**config.mk**
```make
export PLATFORM = sky130hd
export DESIGN_NAME = lpt_fwd_tx
export DESIGN_NICKNAME = d
export VERILOG_FILES = /design/src/rtl/lpt_fwd_tx.sv
export SDC_FILE = /design/constraint.sdc
export NUM_CORES = 1
export LEC_CHECK = 0
export BUFFER_PORTS_ARGS = -buffer_cell sky130_fd_sc_hd__buf_2
export CORE_ASPECT_RATIO = 0.9
export CORE_MARGIN = 2
export CORE_UTILIZATION = 64
export CTS_CLUSTER_DIAMETER = 50
export DETAILED_ROUTE_END_ITERATION = 7
export PLACE_DENSITY = 0.91
export SETUP_SLACK_MARGIN = 0.5
export SLEW_MARGIN = 20
export SYNTH_ARGS = -nofsm -noshare
export SYNTH_HDL_FRONTEND = slang
export SYNTH_SLANG_ARGS = --single-unit
```
**constraint.sdc**
```tcl
create_clock -name clk -period 5.77 [get_ports clk]
set_input_delay 1.154 -clock clk [delete_from_list [all_inputs] [get_ports clk]]
set_output_delay 1.154 -clock clk [all_outputs]
set_load 0.005 [all_outputs]
```
**src/rtl/lpt_fwd_tx.sv**
```systemverilog
module lpt_fwd_tx #(
  parameter int SETUP_CYC     = 250,
  parameter int STROBE_CYC    = 250,
  parameter int READY_CYC     = 250000,
  parameter int ACK_CYC       = 250000,
  parameter int ACK_SHORT_CYC = 2500,
  parameter int RETRY_MAX     = 10000
) (
  input  logic       clk,
  input  logic       rst_n,
  input  logic       in_valid,
  input  logic [7:0] in_data,
  output logic       in_ready,
  input  logic       miss_ok,
  input  logic       busy,
  input  logic       n_ack,
  input  logic       n_fault,
  input  logic       select,
  output logic [7:0] pd_o,
  output logic       pd_dir,
  output logic       n_strobe,
  output logic       byte_done,
  output logic       err
);

  localparam int M1   = SETUP_CYC > STROBE_CYC ? SETUP_CYC : STROBE_CYC;
  localparam int M2   = READY_CYC > ACK_CYC ? READY_CYC : ACK_CYC;
  localparam int M3   = M1 > M2 ? M1 : M2;
  localparam int CMAX = M3 > ACK_SHORT_CYC ? M3 : ACK_SHORT_CYC;
  localparam int CW   = $clog2(CMAX + 1);
  localparam int RW   = $clog2(RETRY_MAX + 1);

  typedef enum logic [2:0] {S_IDLE, S_RDY, S_SETUP, S_STRB, S_ACK} state_t;

  state_t        state;
  logic [CW-1:0] cnt;
  logic [RW-1:0] retry;
  logic [7:0]    hold;
  logic [3:0]    s1, s2;
  logic          ack_q, ack_flag;

  wire busy_s = s2[3];
  wire ack_s  = s2[2];
  wire flt_s  = s2[1];
  wire sel_s  = s2[0];

  wire           ack_rise  = ack_s & ~ack_q;
  wire           periph_ok = ~busy_s & flt_s & sel_s;
  wire [CW-1:0]  ack_last  = miss_ok ? CW'(ACK_SHORT_CYC - 1) : CW'(ACK_CYC - 1);
  wire           setup_end = (state == S_SETUP) && (cnt == CW'(SETUP_CYC - 1));

  assign in_ready = (state == S_IDLE);

  always_ff @(posedge clk or negedge rst_n) begin
    if (!rst_n) begin
      s1    <= 4'b0111;
      s2    <= 4'b0111;
      ack_q <= 1'b1;
    end else begin
      s1    <= {busy, n_ack, n_fault, select};
      s2    <= s1;
      ack_q <= ack_s;
    end
  end

  always_ff @(posedge clk or negedge rst_n) begin
    if (!rst_n)
      ack_flag <= 1'b0;
    else if (setup_end)
      ack_flag <= 1'b0;
    else if (ack_rise && (state == S_STRB || state == S_ACK))
      ack_flag <= 1'b1;
  end

  always_ff @(posedge clk or negedge rst_n) begin
    if (!rst_n) begin
      state     <= S_IDLE;
      cnt       <= '0;
      retry     <= '0;
      hold      <= '0;
      pd_o      <= '0;
      pd_dir    <= 1'b1;
      n_strobe  <= 1'b1;
      byte_done <= 1'b0;
      err       <= 1'b0;
    end else begin
      byte_done <= 1'b0;
      err       <= 1'b0;
      case (state)
        S_IDLE: if (in_valid) begin
          hold   <= in_data;
          pd_dir <= 1'b0;
          cnt    <= '0;
          state  <= S_RDY;
        end
        S_RDY: begin
          if (periph_ok) begin
            pd_o  <= hold;
            cnt   <= '0;
            state <= S_SETUP;
          end else if (cnt == CW'(READY_CYC - 1)) begin
            err   <= 1'b1;
            state <= S_IDLE;
          end else
            cnt <= cnt + 1'b1;
        end
        S_SETUP: begin
          if (setup_end) begin
            n_strobe <= 1'b0;
            cnt      <= '0;
            state    <= S_STRB;
          end else
            cnt <= cnt + 1'b1;
        end
        S_STRB: begin
          if (cnt == CW'(STROBE_CYC - 1)) begin
            n_strobe <= 1'b1;
            cnt      <= '0;
            retry    <= '0;
            state    <= S_ACK;
          end else
            cnt <= cnt + 1'b1;
        end
        S_ACK: begin
          if (ack_flag) begin
            byte_done <= 1'b1;
            state     <= S_IDLE;
          end else if (cnt == ack_last) begin
            cnt <= '0;
            if (busy_s) begin
              if (retry == RW'(RETRY_MAX)) begin
                err   <= 1'b1;
                state <= S_IDLE;
              end else
                retry <= retry + 1'b1;
            end else if (miss_ok && flt_s && sel_s) begin
              byte_done <= 1'b1;
              state     <= S_IDLE;
            end else begin
              err   <= 1'b1;
              state <= S_IDLE;
            end
          end else
            cnt <= cnt + 1'b1;
        end
        default: state <= S_IDLE;
      endcase
    end
  end

  a_r2_strobe_needs_output: assert property (@(posedge clk) disable iff (!rst_n)
    !n_strobe |-> !pd_dir);
  a_r2_dir_stays_output: assert property (@(posedge clk) disable iff (!rst_n)
    !pd_dir |=> !pd_dir);
  a_r4_data_stable_in_strobe: assert property (@(posedge clk) disable iff (!rst_n)
    (!n_strobe && !$past(n_strobe)) |-> $stable(pd_o));
  a_r10_one_outcome: assert property (@(posedge clk) disable iff (!rst_n)
    !(byte_done && err));
  a_r10_not_ready_in_flight: assert property (@(posedge clk) disable iff (!rst_n)
    !n_strobe |-> !in_ready);
  a_r6_done_returns_idle: assert property (@(posedge clk) disable iff (!rst_n)
    (byte_done || err) |-> in_ready);

endmodule

```
==> impl_results.md, run 1 <==
- RSZ-0062 raised after global routing: false
- Place WS: 2.79 ns
- Vias in the first global route: 2402
- CTS buffer count: 9
- Slew Limit Headroom: 31.7%
- Worst-Margin Slew: 1.02 ns
- Post-layout instance area: 0.00367 mm2
- Hold buffers post-CTS: 0
- DRC viols: 0
- Die Area: 0.00570 mm2
- Mean Syn Cell Area: 10.5 um2
- Worst skew pair latency: 0.35 ns
- CP Data Required Time: 5.96 ns
- Synth top cells by count: dfrtp_1, nand2_1, nor2_1
- Layout area overhead: 12.4%
- Top Layer Used: met4
- H-tree Lvls: 3
- Post-Syn Instances: 312
- Antenna Nets Post-Route: 0
- Final GP Congestion: 0.890
- Count leader, synth: dfrtp_1
- First-pass GRT wire length: 11.5 mm
- Crit path DAT: 2.89 ns
- Drt pass-1 iters: 4
- Dpl cell area: 0.00344 mm2
- I/O pin count: 29
- CTS Buffer Depth: 2
- Clk root buf: clkbuf_8
- Status: finished, final reports clean
- Critical path buffer and inverter count: 0
- Pwr dens: 362 mW/mm2
- DR vias/cell: 6.24
- WL met3: 575 um
- Vias: 2565
- CP top delay family: simple AND/OR/NAND/NOR gates
- Crit-path cells: ha_1, and4bb_2, nand4_2, o32ai_1, o211ai_1, nor2_2, o32ai_1
- Met2 routed WL: 3.28 mm
- Post-synthesis sequential area ratio: 50.1%
- Area of the core: 0.00489 mm2
- Critical path capture point type: flip-flop
- Crit start category: flip-flop
- Clock Skews: 0.0118 ns
- Count of flip-flops with a built-in enable after synthesis: 0
- Post-CTS Setup Inserts: 0
- Top cells by area, synth: dfrtp_1, dfstp_2, mux2_2, nand2_1, nand3_1
- FP Rows: 24
- Final worst slack: 3.07 ns
- Maximum clock frequency: 371 MHz
- Post-layout util: 75.1%
- Syn. warnings: 0
- Largest area contributor in the netlist: dfrtp_1
- Post-CTS Resized: 0
- Slew Limit Fails: 0
- CP max stage delay: 0.52 ns
- Drt wl/cell: 16.9 um
- Crit path kind: reg2reg
- DP HPWL: 4.70 mm
- Overflow after GRT: 0
- Number of port buffers: 28
- Mapped Area: 0.00327 mm2
- Hold_ws: 0.358 ns
- P_leak: 1.55 nW
- Min Tclk post-route: 2.70 ns
- WL final: 6.95 mm
- Initial antenna violation count: 0
- Vert. Die Dim: 71.8 um
- Max Cap Viol: 0
- Synth async-reset ratio: 100%
- Unique masters post-synth: 56
- Final net count: 361
- Layout cells sized above 1: 25.1%
- Share of the synthesized area in the top cell type: 42.9%
- Synth Register Bits: 65
- Ratio of final minimum period to clock period: 46.7%
- Die X: 79.3 um
- Final hold violation count: 0
- Slowest cell on crit path: nor2_2
- Maximum vdd drop: 0.000352 V
- Synth Net Count: 332
- Min-Delay Path Class: reg2reg
- Setup TNS: 0 ns
- Clk sinks: 65
- WL met1: 3.03 mm
- Max FO, Critical Path: 15
- Pin count of the biggest net entering global routing: 66
- Clock transition at path regs: 0.07 ns
- Antenna diodes: 0
- 1st-iter DRT viols: 384
- Critical Path Most Common Cell: o32ai_1
- # setup viols final: 0
- Most common flop cell mapped by yosys: dfrtp_1
- Total global routing track utilization: 26.9%
- CTS tree: done
- Starting Density: 66.8%
[flip-flops by register name, indices dropped and copies added, names as in the netlist, 3 cells and up]
signal / cells
s1: 4
pd_o: 8
hold: 8
retry: 14
s2: 4
cnt: 18
state: 3
[where the power goes]
| group | internal, mW | switching, mW |
|---|---|---|
| clock | 0.268 | 0.172 |
| combinational | 0.129 | 0.164 |
| sequential | 0.533 | 0.0629 |
| total | 0.930 | 0.399 |
[stage by stage]
stage / std cells / power, mW
2_1_floorplan: 312 / 0.791
3_3_place_gp: 395 / 0.872
3_5_place_dp: 395 / 0.893
4_1_cts: 411 / 1.34
5_1_grt: 411 / 1.40
6_report: 411 / 1.33
[routing by layer]
layer / vias to the layer above / track usage (%)
met3: 8 / 9.57
met2: 96 / 40.2
met1: 1242 / 37.3
met5: - / 0
li1: 1219 / -
met4: 0 / 8.62
[kinds of logic after synthesis]
group                      Yosys count  share of synthesized area (%)
and+or+nand+nor                    128                           22.8
xor gates and xnor gates            10                           2.68
buffers and inverters               22                           3.06
DFF                                 65                           50.1
AOI/OAI and AO/OA                   66                           14.0
muxes                               17                           5.86
adders and majority gates            4                           1.53
[path summary, 6_finish.rpt]
path,startpoint,endpoint,slack (ns),cells past startpoint
max,cnt[0]$_DFFE_PN0P_,cnt[2]$_DFFE_PN0P_,3.07,7
min,s1[2]$_DFF_PN1_,s2[2]$_DFF_PN1_,0.36,0
max reg2reg,cnt[0]$_DFFE_PN0P_,cnt[2]$_DFFE_PN0P_,3.07,7
min reg2reg,s1[2]$_DFF_PN1_,s2[2]$_DFF_PN1_,0.36,0
max in group asynchronous,rst_n,retry[10]$_DFFE_PN0P_,4.28,2
min in group asynchronous,rst_n,retry[7]$_DFFE_PN0P_,0.97,2
[final cells by class]
class	count	area [um2]
Inverter	10	37.5
Fill cell	312	1220
Sequential cell	65	1640
Tap cell	65	81.3
Timing Repair Buffer	30	155
Multi-Input combinational cell	225	1530
Clock inverter	4	76.3
Clock buffer	12	155
[cells in the final DEF, fill, tap and decap left out, types with 8 or more instances in the layout]
cell,synthesis,routed
xnor2_1,9,9
dfrtp_1,56,56
nor3_1,11,11
o31ai_1,10,10
a21oi_1,9,9
mux2_2,17,17
buf_2,2,28
nand3_1,17,17
inv_1,10,10
and3_1,9,9
dfstp_2,9,9
o21ai_0,14,14
nor2_1,21,21
nand2_1,23,23
a31oi_1,8,8
clkbuf_8,0,11
(Power assumes the default switching activity.)
==> run 2: changes to the inputs <==
--- a/config.mk
+++ b/config.mk
@@ -8,10 +8,10 @@
 export BUFFER_PORTS_ARGS = -buffer_cell sky130_fd_sc_hd__buf_2
 export CORE_ASPECT_RATIO = 0.9
 export CORE_MARGIN = 2
-export CORE_UTILIZATION = 64
+export CORE_UTILIZATION = 59
 export CTS_CLUSTER_DIAMETER = 50
 export DETAILED_ROUTE_END_ITERATION = 7
-export PLACE_DENSITY = 0.91
+export PLACE_DENSITY = 0.85
 export SETUP_SLACK_MARGIN = 0.5
 export SLEW_MARGIN = 20
 export SYNTH_ARGS = -nofsm -noshare
==> constraint.sdc (replaced) <==
create_clock -name clk -period 2.5 [get_ports clk]
set_input_delay 0.5 -clock clk [delete_from_list [all_inputs] [get_ports clk]]
set_output_delay 0.5 -clock clk [all_outputs]
set_load 0.005 [all_outputs]
==> impl_results.md, run 2 (synthesized netlist as in run 1, its figures left out) <==
- Slew Limit Headroom: 54.7% (+23 points)
- Crit start category: flip-flop
- FP Rows: 25 (+4.2%)
- Max reg flops: 18 (unchanged)
- Crit path DAT: 2.69 ns (-0.20 ns)
- H-tree Lvls: 3 (unchanged)
- Dpl cell area: 0.00353 mm2 (+2.5%)
- Tot Pwr: 3.80 mW (+190%)
- CP Data Required Time: 2.71 ns (-3.25 ns)
- Min Tclk post-route: 2.48 ns (-0.218 ns)
- 1st-iter DRT viols: 678 (+77%)
- Maximum vdd drop: 0.000918 V (+160%)
- Worst-Margin Slew: 0.680 ns (-0.345 ns)
- P_leak: 1.82 nW (+17%)
- Die Area: 0.00615 mm2 (+8.0%)
- GR Util met3: 6.71% (-2.9 points)
- Layout cells sized above 1: 45.6% (+20 points)
- Commonest non-fill, non-tap cell in the layout: dfrtp_1
- Pwr dens: 866 mW/mm2 (+140%)
- DRC viols: 0 (unchanged)
- Min-Delay Path Class: in2async
- Slowest cell on crit path: dfrtp_2
- Met1 Track Usage GR: 40.3% (+3.0 points)
- RSZ-0062 raised after global routing: true
- # setup viols final: 0 (unchanged)
- Crit path kind: reg2reg
- Antenna diodes: 0 (unchanged)
- CTS tree: done
- Hold buffers post-CTS: 0 (unchanged)
- Final GP Congestion: 0.929 (+4.5%)
- Post-layout instance area: 0.00439 mm2 (+20%)
- Largest regs: cnt x18, retry x14
- Overflow after GRT: 0 (unchanged)
- Antenna Nets Post-Route: 0 (unchanged)
- Setup TNS: 0 ns (unchanged)
- CTS buffer count: 9 (unchanged)
- Most frequent cells in the layout: dfrtp_1, buf_4, buf_2, nand2_1, mux2_2
- CTS Buffer Depth: 2 (unchanged)
- Starting Density: 61.8% (-4.9 points)
- Drt pass-1 iters: 7 (+3)
- Worst skew pair latency: 0.36 ns (about the same)
- Max Cap Viol: 0 (unchanged)
- Vias in the first global route: 2833 (+18%)
- Initial antenna violation count: 0 (unchanged)
- Vias: 3336 (+30%)
- Final hold violation count: 0 (unchanged)
- Grt peak-use layer: met2
- Layout area overhead: 34.3%
- Vert. Die Dim: 74.6 um (+3.9%)
- First-pass GRT wire length: 13.5 mm (+18%)
- Status: finished, final reports clean
- Crit-path cells: nor4_4, buf_4, nand4_1, o21ai_2, o211ai_1, buf_4, o211ai_1, o31ai_4
- Critical path capture point type: flip-flop
- Area of the core: 0.00529 mm2 (+8.0%)
- Die X: 82.5 um (+3.9%)
- I/O pin count: 29 (unchanged)
- Clk root buf: clkbuf_8
- Number of port buffers: 28 (unchanged)
- Clock transition at path regs: 0.08 ns (about the same)
- DR vias/cell: 7.30 (+17%)
- Max FO, Critical Path: 5 (-10)
- CP max stage delay: 0.46 ns (-0.06 ns)
- Maximum clock frequency: 404 MHz (+8.8%)
- Total global routing track utilization: 29.3% (+2.4 points)
- Slew Limit Fails: 0 (unchanged)
- GR Util met2: 44.4% (+4.2 points)
- Drt wl/cell: 25.5 um (+51%)
- Clock Skews: 0.00699 ns (-0.00482 ns)
- WL final: 11.6 mm (+68%)
- Pin count of the biggest net entering global routing: 38 (-42%)
- Ratio of final minimum period to clock period: 99.1% (+52 points)
- Top reg by flops: cnt
- Final net count: 405 (+12%)
- DP HPWL: 4.94 mm (+5.1%)
- Clk sinks: 65 (unchanged)
run 2: changes by cell type in the layout (fill, tap and decap cells not counted), moves of 5 or more:
cell     before  now
buf_4         2   29
buf_6         0   11
dfrtp_1      56   49
dfrtp_2       0    7
nor2_1       21   13
o21ai_0      14    8
o21ai_2       0    5
run 2: stage by stage:
step	utilization [%]	worst slack (ns)	hold WS, ns	cells
6_report	83.1	0.0218	0.180	457
5_1_grt	83.1	0.0225	0.241	457
4_1_cts	76.6	0.296	0.198	442
3_5_place_dp	66.8	0.0881	0.337	404
3_3_place_gp	66.8	0.187	0.334	404
2_1_floorplan	-	0.350	0.204	312
run 2: final timing paths:
| check | from | end | slack [ns] | depth (start not counted) |
|---|---|---|---|---|
| setup / recovery | cnt[15]$_DFFE_PN0P_ | cnt[5]$_DFFE_PN0P_ | 0.02 | 8 |
| hold / removal | rst_n | cnt[12]$_DFFE_PN0P_ | 0.18 | 1 |
| hold reg to reg | s1[3]$_DFF_PN0_ | s2[3]$_DFF_PN0_ | 0.36 | 0 |
| setup reg to reg | cnt[15]$_DFFE_PN0P_ | cnt[5]$_DFFE_PN0P_ | 0.02 | 8 |
| max in group asynchronous | rst_n | n_strobe$_DFFE_PN1P_ | 1.63 | 2 |
| min in group clk | n_ack | s1[2]$_DFF_PN1_ | 0.25 | 1 |
run 2: cell type report:
type | count | area (um2)
Clock buffer | 9 | 124
Fill cell | 211 | 895
Multi-Input combinational cell | 227 | 1840
Tap cell | 67 | 83.8
Timing Repair Buffer | 72 | 557
Inverter | 10 | 37.5
Clock inverter | 7 | 103
Sequential cell | 65 | 1650
run 2: repair_timing:
item / in CTS / in global routing
setup buffers: 21 / 13
pin swaps: 19 / 27
cloned: 1 / 2
gates resized for setup: 20 / 63
endpoints found under the setup margin: 31 / 43
run 2: report_power, final:
part,internal (mW),leakage [nW],switching (mW)
logic,0.616,0.899,0.763
clock network,0.571,0.110,0.457
registers,1.23,0.813,0.165
total,2.42,1.82,1.38
run 2: routing by layer:
| layer | vias up | wire [um] |
|---|---|---|
| li1 | 1313 | - |
| met1 | 1551 | 4030 |
| met2 | 354 | 5110 |
| met3 | 118 | 1520 |
| met4 | 0 | 993 |
| met5 | - | 0 |
run 2: critical path: cells and delay by family, from the launching register on:
| family | cells | cell delay [ns] |
|---|---|---|
| simple gates | 2 | 0.56 |
| buf+inv | 2 | 0.37 |
| compound gates | 4 | 0.93 |
| flops | 1 | 0.46 |
